**config.mk**
```make
export PLATFORM = sky130hd
export DESIGN_NAME = dram_refresh_sched
export DESIGN_NICKNAME = d
export VERILOG_FILES = /design/src/rtl/rfs_pkg.sv /design/src/rtl/rfs_tick.sv /design/src/rtl/rfs_credit.sv /design/src/rtl/rfs_holdoff.sv /design/src/rtl/dram_refresh_sched.sv
export SDC_FILE = /design/constraint.sdc
export NUM_CORES = 1
export LEC_CHECK = 0
export ABC_AREA = 1
export BUFFER_PORTS_ARGS = -buffer_cell sky130_fd_sc_hd__buf_2
export CORE_MARGIN = 4
export CORE_UTILIZATION = 41
export CTS_BUF_LIST = sky130_fd_sc_hd__clkbuf_16
export CTS_CLUSTER_SIZE = 25
export DETAILED_ROUTE_END_ITERATION = 8
export GPL_TIMING_DRIVEN = 0
export PLACE_DENSITY = 0.7
export SETUP_SLACK_MARGIN = 0.15
export SYNTH_ARGS = -nofsm -noshare
export SYNTH_HDL_FRONTEND = slang
export SYNTH_SLANG_ARGS = --single-unit
```
**constraint.sdc**
```tcl
create_clock -name clk -period 2.65 [get_ports clk]
set_input_delay 0.1325 -clock clk [delete_from_list [all_inputs] [get_ports clk]]
set_output_delay 0.1325 -clock clk [all_outputs]
set_load 0.02 [all_outputs]
```
**src/rtl/rfs_pkg.sv**
```systemverilog
`timescale 1ns/1ps
package rfs_pkg;

  typedef enum logic [2:0] {
    CMD_AREF = 3'b001,
    CMD_NOP  = 3'b111
  } rfs_cmd_e;

  typedef enum logic {
    ST_RUN  = 1'b0,
    ST_SELF = 1'b1
  } rfs_state_e;

  // whole cycles needed to cover a duration
  function automatic int ceil_div(input int num, input int den);
    return (num + den - 1) / den;
  endfunction

  // saturating credit update
  function automatic int next_owed(input int cur, input logic inc,
                                   input logic dec, input int maxv);
    int n;
    n = cur + (inc ? 1 : 0) - (dec ? 1 : 0);
    if (n > maxv) n = maxv;
    if (n < 0) n = 0;
    return n;
  endfunction

endpackage

```
**src/rtl/rfs_tick.sv**
```systemverilog
`timescale 1ns/1ps
module rfs_tick #(
  parameter int LIMIT = 1040,
  localparam int W = $clog2(LIMIT + 1)
) (
  input  logic clk,
  input  logic rst_n,
  input  logic run,
  output logic tick
);
  logic [W-1:0] cnt_q;
  logic         at_end;

  assign at_end = (cnt_q == W'(LIMIT - 1));
  assign tick   = run && at_end;

  always_ff @(posedge clk) begin
    if (!rst_n || !run) cnt_q <= '0;
    else if (at_end)    cnt_q <= '0;
    else                cnt_q <= cnt_q + 1'b1;
  end
endmodule

```
**src/rtl/rfs_credit.sv**
```systemverilog
`timescale 1ns/1ps
module rfs_credit #(
  parameter int MAXV = 8,
  localparam int W = $clog2(MAXV + 1)
) (
  input  logic         clk,
  input  logic         rst_n,
  input  logic         inc,
  input  logic         dec,
  input  logic         clr,
  output logic [W-1:0] owed,
  output logic         full
);
  logic [W-1:0] owed_q;

  always_ff @(posedge clk) begin
    if (!rst_n || clr) owed_q <= '0;
    else owed_q <= W'(rfs_pkg::next_owed(int'(owed_q), inc, dec, MAXV));
  end

  assign owed = owed_q;
  assign full = (owed_q == W'(MAXV));
endmodule

```
**src/rtl/rfs_holdoff.sv**
```systemverilog
`timescale 1ns/1ps
module rfs_holdoff #(
  parameter int LOAD = 10,
  localparam int W = $clog2(LOAD + 1)
) (
  input  logic clk,
  input  logic rst_n,
  input  logic start,
  output logic busy
);
  logic [W-1:0] cnt_q;

  always_ff @(posedge clk) begin
    if (!rst_n)           cnt_q <= '0;
    else if (start)       cnt_q <= W'(LOAD);
    else if (cnt_q != '0) cnt_q <= cnt_q - 1'b1;
  end

  assign busy = (cnt_q != '0);
endmodule

```
**src/rtl/dram_refresh_sched.sv**
```systemverilog
`timescale 1ns/1ps
module dram_refresh_sched #(
  parameter int TCK_PS    = 7500,
  parameter int REFI_NS   = 7800,
  parameter int RFC_NS    = 75,
  parameter int XSNR_NS   = 75,
  parameter int XSRD_CYC  = 200,
  parameter int MAX_OWED  = 8,
  localparam int OW       = $clog2(MAX_OWED + 1),
  localparam int TICK_CYC = rfs_pkg::ceil_div(REFI_NS * 1000, TCK_PS),
  localparam int RFC_CYC  = rfs_pkg::ceil_div(RFC_NS * 1000, TCK_PS),
  localparam int XSNR_CYC = rfs_pkg::ceil_div(XSNR_NS * 1000, TCK_PS)
) (
  input  logic          clk,
  input  logic          rst_n,
  input  logic          sr_req,
  input  logic          banks_idle,
  output logic          ref_urgent,
  output logic [OW-1:0] owed_cnt,
  output logic [2:0]    cmd_o,
  output logic          cke_o,
  output logic          hold_nonread,
  output logic          hold_read
);
  import rfs_pkg::*;

  rfs_state_e state_q;
  rfs_cmd_e   cmd_q;
  logic       cke_q;

  // named internal events
  logic tick_ev, enter_ev, fire_ev, leave_ev, run_ev;
  logic rfc_busy, xsnr_busy, xsrd_busy, blk_nr;

  assign blk_nr   = rfc_busy || xsnr_busy;
  assign enter_ev = (state_q == ST_RUN) && sr_req && banks_idle && !blk_nr;
  assign fire_ev  = (state_q == ST_RUN) && !sr_req && banks_idle && !blk_nr
                    && (owed_cnt != '0);
  assign leave_ev = (state_q == ST_SELF) && !sr_req;
  assign run_ev   = (state_q == ST_RUN) && !enter_ev;

  rfs_tick #(.LIMIT(TICK_CYC)) u_tick (
    .clk(clk), .rst_n(rst_n), .run(run_ev), .tick(tick_ev)
  );

  rfs_credit #(.MAXV(MAX_OWED)) u_credit (
    .clk(clk), .rst_n(rst_n), .inc(tick_ev), .dec(fire_ev), .clr(enter_ev),
    .owed(owed_cnt), .full(ref_urgent)
  );

  rfs_holdoff #(.LOAD(RFC_CYC)) u_rfc (
    .clk(clk), .rst_n(rst_n), .start(fire_ev || enter_ev), .busy(rfc_busy)
  );

  rfs_holdoff #(.LOAD(XSNR_CYC)) u_xsnr (
    .clk(clk), .rst_n(rst_n), .start(leave_ev), .busy(xsnr_busy)
  );

  rfs_holdoff #(.LOAD(XSRD_CYC)) u_xsrd (
    .clk(clk), .rst_n(rst_n), .start(leave_ev), .busy(xsrd_busy)
  );

  always_ff @(posedge clk) begin
    if (!rst_n) begin
      state_q <= ST_RUN;
      cmd_q   <= CMD_NOP;
      cke_q   <= 1'b1;
    end else begin
      cmd_q <= (enter_ev || fire_ev) ? CMD_AREF : CMD_NOP;
      if (enter_ev) begin
        state_q <= ST_SELF;
        cke_q   <= 1'b0;
      end else if (leave_ev) begin
        state_q <= ST_RUN;
        cke_q   <= 1'b1;
      end
    end
  end

  assign cmd_o        = cmd_q;
  assign cke_o        = cke_q;
  assign hold_nonread = (state_q == ST_SELF) || blk_nr;
  assign hold_read    = hold_nonread || xsrd_busy;
endmodule

```
==> metrics.txt, run 1 <==
status complete, but fails checks; failing checks negative setup slack; initial antenna violation count 0; HP Class in2reg; post-DR wirelength/cell between 10 and 15 um; largest net degree at the start of global routing 11; fin worst setup slack -25.1 ps; worst endpoint required time 2800 ps; maximum clock frequency 0.374 GHz; Die X approximately 75 um; top-area cell type share of the netlist area between 30% and 40%; DR pass1 iterations 4; pre-CTS setup slack -287 ps; PD cells approximately 1000 nW/um^2; Top Ports 15; #FFs+latches synth 34; CP most frequent cell ha_4; Die Ht 75.0 um; Clock Latency Late Sink between 200 and 300 ps; Max VDD drop 0.839 mV; CTS tree built; Slew Viols, Final 0; Cell Area, Synth between 1500 and 2000 sq um; DRC errors left 0; Post-synth top cells nand2_1, nor2_1, inv_1; final wirelength 3.62 mm; Cell Rows 24; first-pass GRT wire length 6.24 mm; FF-to-FF setup slack -30 ps; core area around 4400 sq um; Arr. time, crit path about 2800 ps; clk sinks 34; slowest CP cell fa_2; r2r startpoint u_tick.cnt_q[1]$_SDFF_PP0_; # port buffers 12; Layout fillers approximately 420; DRT antenna net count 0; Slowest Stage Delay on Critical Path around 380 ps; cell count of the worst hold path 2; CTS Buf Count 5; Via-to-Cell Ratio approximately 4.8; final hold slack 114 ps; Starting Density 42.2%; sequential element share of the synthesized area a little under two fifths; Worst Setup Start Kind flip-flop; Final Cycle Share 101%; Overflow after GRT 0; P&R area growth vs syn 26.2%; clock buffer depth 2; static leakage roughly 1 nW; most numerous cell in the Yosys netlist nand2_1; CP endpoint kind flip-flop; Yosys top cell by area dfxtp_1; DIE AREA between 5000 and 6000 sq um; Cells after Synth about 250; Mapped Nets between 200 and 300; R2R depth 17; vias in the first global route between 1000 and 1500; H-Tree Level Count 2; Final Hold Fails 0; Min-Delay Startpoint rst_n; Max FO, Critical Path 3; GRT Overall Usage between 10% and 20%; Layout Nets 300; kind of critical path reg2reg; Root Driver clkbuf_16; gp weighted congestion 0.795; DP Wirelength ~2.5 mm; RSZ-0062 raised after global routing true; minimum clock period between 2000 and 3000 ps; Initial DRC Count 26; Async SR Flop Fraction 0%; crit path cell chain ha_4, nand2_4, inv_4, nand3_4, nor2_4, nand3_2, ha_4, inv_2, ha_4, fa_2, a31oi_2, ha_1, inv_1, nor2_1, a21boi_2, nand2_2, nor3_2; Hold EP cke_o$_SDFFE_PN1P_; Area contributors post-synth dfxtp_1, nand2_1, nor2_1; Layout Skew 4.21 ps; Syn. warnings 0; count of final setup violators 3; Cell variety after synth 32; max-cap violations 0; Post-synth EDFFs 0; layout cells sized above 1 around 29%; total number of vias 1616; antenna diode count 0; top_reg_cell synth dfxtp_1; clock slew at reported path FFs around 50 ps; FF-to-FF End u_credit.owed[2]$_SDFF_PP0_; Post-Syn Area per Cell 7.26 sq um
-- cell families (layout without fill, tap and decap cells) --
family          Yosys count  in the layout  share of synthesized area [%]
simple gates            129            129                           32.5
buf+inv                  43             74                           9.67
flops                    34             34                           37.0
compound gates           24             24                           7.22
fa+ha+maj                12             12                           8.58
xor+xnor                 10             10                           4.76
other cells               1              1                          0.204
-- registers in the layout (all words and copies together), names as in the netlist --
register	cells
u_xsnr.cnt_q	4
u_rfc.cnt_q	4
cmd_o	1
u_tick.cnt_q	11
cke_o	1
u_xsrd.cnt_q	8
u_credit.owed	4
state_q	1
-- power by group --
part | switching (mW) | internal [mW] | total (mW)
clock network | 0.198 | 0.338 | 0.536
registers | 0.107 | 0.640 | 0.747
logic | 0.643 | 0.430 | 1.07
-- area by class of cell --
class | count | area, sq um | area share, %
Clock buffer | 5 | 125 | 5.39
Buffer | 4 | 31.3 | 1.35
Inverter | 39 | 149 | 6.42
Sequential cell | 34 | 696 | 30.0
Multi-Input combinational cell | 176 | 1090 | 47.1
Clock inverter | 2 | 10.0 | 0.432
Timing Repair Buffer | 24 | 150 | 6.47
Tap cell | 52 | 65.1 | 2.80
-- stage by stage --
step                utilization [%]  setup TNS, ps  power [mW]  instance area, sq um  std cells
floorplan                         -              0        1.51                  1890        253
global placement               46.2           -469        1.68                  2010        317
detailed placement             46.2           -701        1.70                  2010        317
CTS                            51.6           -151        2.30                  2250        330
global route                   53.3           -660        2.57                  2320        336
finish                         53.3          -43.2        2.36                  2320        336
-- routing by layer --
metal	share of wire (%)	vias to the layer above	global-route usage, %
met3	2.5	2	4.01
li1	-	866	-
met1	47	732	17.0
met2	50	16	25.0
met4	0.50	0	4.74
met5	0	-	0
-- worst max-delay path by stage --
stage	startpoint	cells after the start	end	slack, ps
floorplan	u_tick.cnt_q[0]$_SDFF_PP0_	17	u_credit.owed[2]$_SDFF_PP0_	80
detailed placement	u_tick.cnt_q[0]$_SDFF_PP0_	17	u_credit.owed[2]$_SDFF_PP0_	-290
global placement	u_tick.cnt_q[0]$_SDFF_PP0_	17	u_credit.owed[2]$_SDFF_PP0_	-200
CTS	u_tick.cnt_q[0]$_SDFF_PP0_	17	u_credit.owed[2]$_SDFF_PP0_	-90
global route	u_rfc.cnt_q[0]$_SDFFE_PP0P_	18	u_credit.owed[2]$_SDFF_PP0_	-200
finish	u_tick.cnt_q[1]$_SDFF_PP0_	17	u_credit.owed[2]$_SDFF_PP0_	-30
-- cell usage in the layout, fill, tap and decap left out, types with 2 or more instances in the layout --
cell type,Yosys,final
a21oi_1,12,11
buf_2,1,13
buf_4,2,14
clkbuf_16,0,5
clkinv_2,0,2
dfxtp_1,34,28
dfxtp_2,0,3
dfxtp_4,0,3
ha_1,11,7
ha_4,0,3
inv_1,36,32
inv_2,3,6
nand2_1,44,41
nand2_2,3,5
nand3_1,13,12
nand3_2,3,3
nand4_1,7,7
nor2_1,38,35
nor2_2,5,6
nor2_4,1,3
nor3_1,10,7
nor3_2,2,5
o21ai_0,5,5
xnor2_1,4,4
xor2_1,6,6
-- critical path, delay by kind of cell (launching register included) --
family | cells | cell delay [ps]
buffers and inverters | 3 | 150
DFF | 1 | 350
AOI/OAI and AO/OA | 2 | 340
adders and majority gates | 5 | 1190
and+or+nand+nor | 7 | 520
-- timing repair --
item                       in CTS  in global routing
pin swaps                       9                  5
resized for setup              12                 10
setup endpoints to repair       4                  4
hold buffers                    0                  0
setup buffers                   6                  6
(Power assumes the default switching activity.)
==> run 2: changes to the inputs <==
GPL_TIMING_DRIVEN = default   (was 0)
==> metrics.txt, run 2 (synthesized netlist as in run 1, its figures left out) <==
status complete, but fails checks; failing checks negative setup slack; Worst Setup Start Kind flip-flop; Overflow after GRT 0 (unchanged); design area 2280 sq um (-1.9%); pre-CTS setup slack -103 ps (+184 ps); Root Driver clkbuf_16; DRT antenna net count 0 (unchanged); initial antenna violation count 0 (unchanged); FF-to-FF setup slack -3 ps (+20 ps); vias in the first global route 1532 (+2.6%); R2R depth 17 (unchanged); clk sinks 34 (unchanged); count of final setup violators 2 (-1); Initial DRC Count 47 (+81%); FF-to-FF End u_credit.owed[2]$_SDFF_PP0_; Final Hold Fails 0 (unchanged); post-DR wirelength/cell 11.1 um (+3.4%); Max VDD drop 0.479 mV (-43%); core area 4350 sq um (unchanged); DRC errors left 0 (unchanged); static leakage 1.01 nW (+0.92%); PD cells 1050 nW/um^2 (+3.3%); Clock Latency Late Sink 270 ps (about the same); most frequent cells in the layout nand2_1, nor2_1, inv_1; Die Ht 75.0 um (unchanged); cts hold-fix bufs 0 (unchanged); antenna diode count 0 (unchanged); clock slew at reported path FFs 50 ps (about the same); CTS tree built; Final Util 52.3% (-1.0 points); max reg flops 11 (unchanged); kind of critical path reg2reg; P&R area growth vs syn 23.8%; Final Cycle Share 100% (-0.82 points); Slew Viols, Final 0 (unchanged); Top Ports 15 (unchanged); DIE AREA 5620 sq um (unchanged); Top reg by flops u_tick.cnt_q; Arr. time, crit path 2810 ps (-20 ps); CTS Buf Count 5 (unchanged); HP Class in2reg; CP endpoint u_credit.owed[2]$_SDFF_PP0_; placed cell area 2080 sq um (+3.2%); final wirelength 3.76 mm (+4.0%); largest net degree at the start of global routing 12 (+1); DP Wirelength 2.83 mm (+11%); worst endpoint required time 2810 ps (about the same); max-cap violations 0 (unchanged); Via-to-Cell Ratio 4.80 (-0.16%); r2r startpoint u_tick.cnt_q[1]$_SDFF_PP0_; RSZ-0062 raised after global routing true; H-Tree Level Count 2 (unchanged); Final TNS setup -4.64 ps (+38.6 ps); GRT Overall Usage 15.1% (+0.69 points); Cell Rows 24 (unchanged); fin worst setup slack -3.29 ps (+21.8 ps); Die X 75.0 um (unchanged); minimum clock period 2650 ps (-21.8 ps); gp weighted congestion 0.802 (+0.88%); Layout Skew 5.24 ps (+1.04 ps); Largest regs u_tick.cnt_q (11), u_xsrd.cnt_q (8); Max FO, Critical Path 3 (unchanged); clock buffer depth 2 (unchanged); launch point of the worst path u_tick.cnt_q[1]$_SDFF_PP0_; first-pass GRT wire length 6.47 mm (+3.7%); total number of vias 1623 (+0.43%); layout cells sized above 1 25.2% (-3.3 points); Layout Nets 301 (+0.33%); CP endpoint kind flip-flop; maximum clock frequency 0.377 GHz (+0.82%); commonest non-fill, non-tap cell in the layout nand2_1; DR pass1 iterations 4 (unchanged); Starting Density 42.2% (unchanged); # port buffers 13 (+1)
-- run 2: changes by cell type in the layout (fill, tap and decap cells not counted), sizes merged --
cell	change
inv	+1
buf	+1
-- run 2: metrics by stage --
| stage | hold slack, ps | power, mW | std cells |
|---|---|---|---|
| floorplan | 274 | 1.51 | 253 |
| global placement | 404 | 1.75 | 326 |
| detailed placement | 409 | 1.78 | 326 |
| CTS | 120 | 2.38 | 336 |
| global route | 125 | 2.59 | 338 |
| finish | 126 | 2.39 | 338 |
-- run 2: layout make-up --
type                            count  area, sq um
Fill cell                         421         2080
Multi-Input combinational cell    176         1050
Sequential cell                    34          693
Timing Repair Buffer               29          185
Inverter                           39          146
Clock buffer                        5          125
Tap cell                           52         65.1
Clock inverter                      3         13.8
-- run 2: timing repair --
item                       CTS  global route
buffers inserted             2             2
pin swaps                    6             7
resized for setup            7             1
setup endpoints to repair    4             4
gates cloned                 0             0
-- run 2: critical path: stages, from the launching register on --
cell	delay (ps)
dfxtp_4	360
ha_4	150
nand2_4	50
inv_2	60
nand3_2	70
nor2_2	110
nand3_1	90
ha_1	290
inv_2	40
ha_4	150
fa_2	340
a31oi_1	170
ha_1	250
inv_1	50
nor2_1	30
a21boi_2	150
nand2_2	110
nor3_2	40
-- run 2: report_power, final --
part | switching, mW | total (mW) | internal (mW) | leakage (nW)
Clock | 0.201 | 0.541 | 0.340 | 0.0748
Sequential | 0.0945 | 0.735 | 0.640 | 0.280
Combinational | 0.657 | 1.11 | 0.456 | 0.656
-- run 2: metal layers --
metal / vias up / track usage [%] / share of wire (%)
met4: 0 / 7.91 / 2.6
met3: 9 / 4.14 / 2.6
met5: - / 0 / 0
met2: 26 / 26.2 / 50
li1: 870 / - / -
met1: 718 / 16.7 / 45
-- run 2: worst min-delay path by stage --
stage           start                   end  slack (ps)  cells past startpoint
2_1_floorplan  sr_req  state_q$_SDFFE_PN0P_         270                      2
3_3_place_gp    rst_n    cke_o$_SDFFE_PN1P_         400                      2
3_5_place_dp    rst_n    cke_o$_SDFFE_PN1P_         410                      2
4_1_cts         rst_n    cke_o$_SDFFE_PN1P_         120                      2
5_1_grt         rst_n    cke_o$_SDFFE_PN1P_         130                      2
6_report        rst_n    cke_o$_SDFFE_PN1P_         130                      2
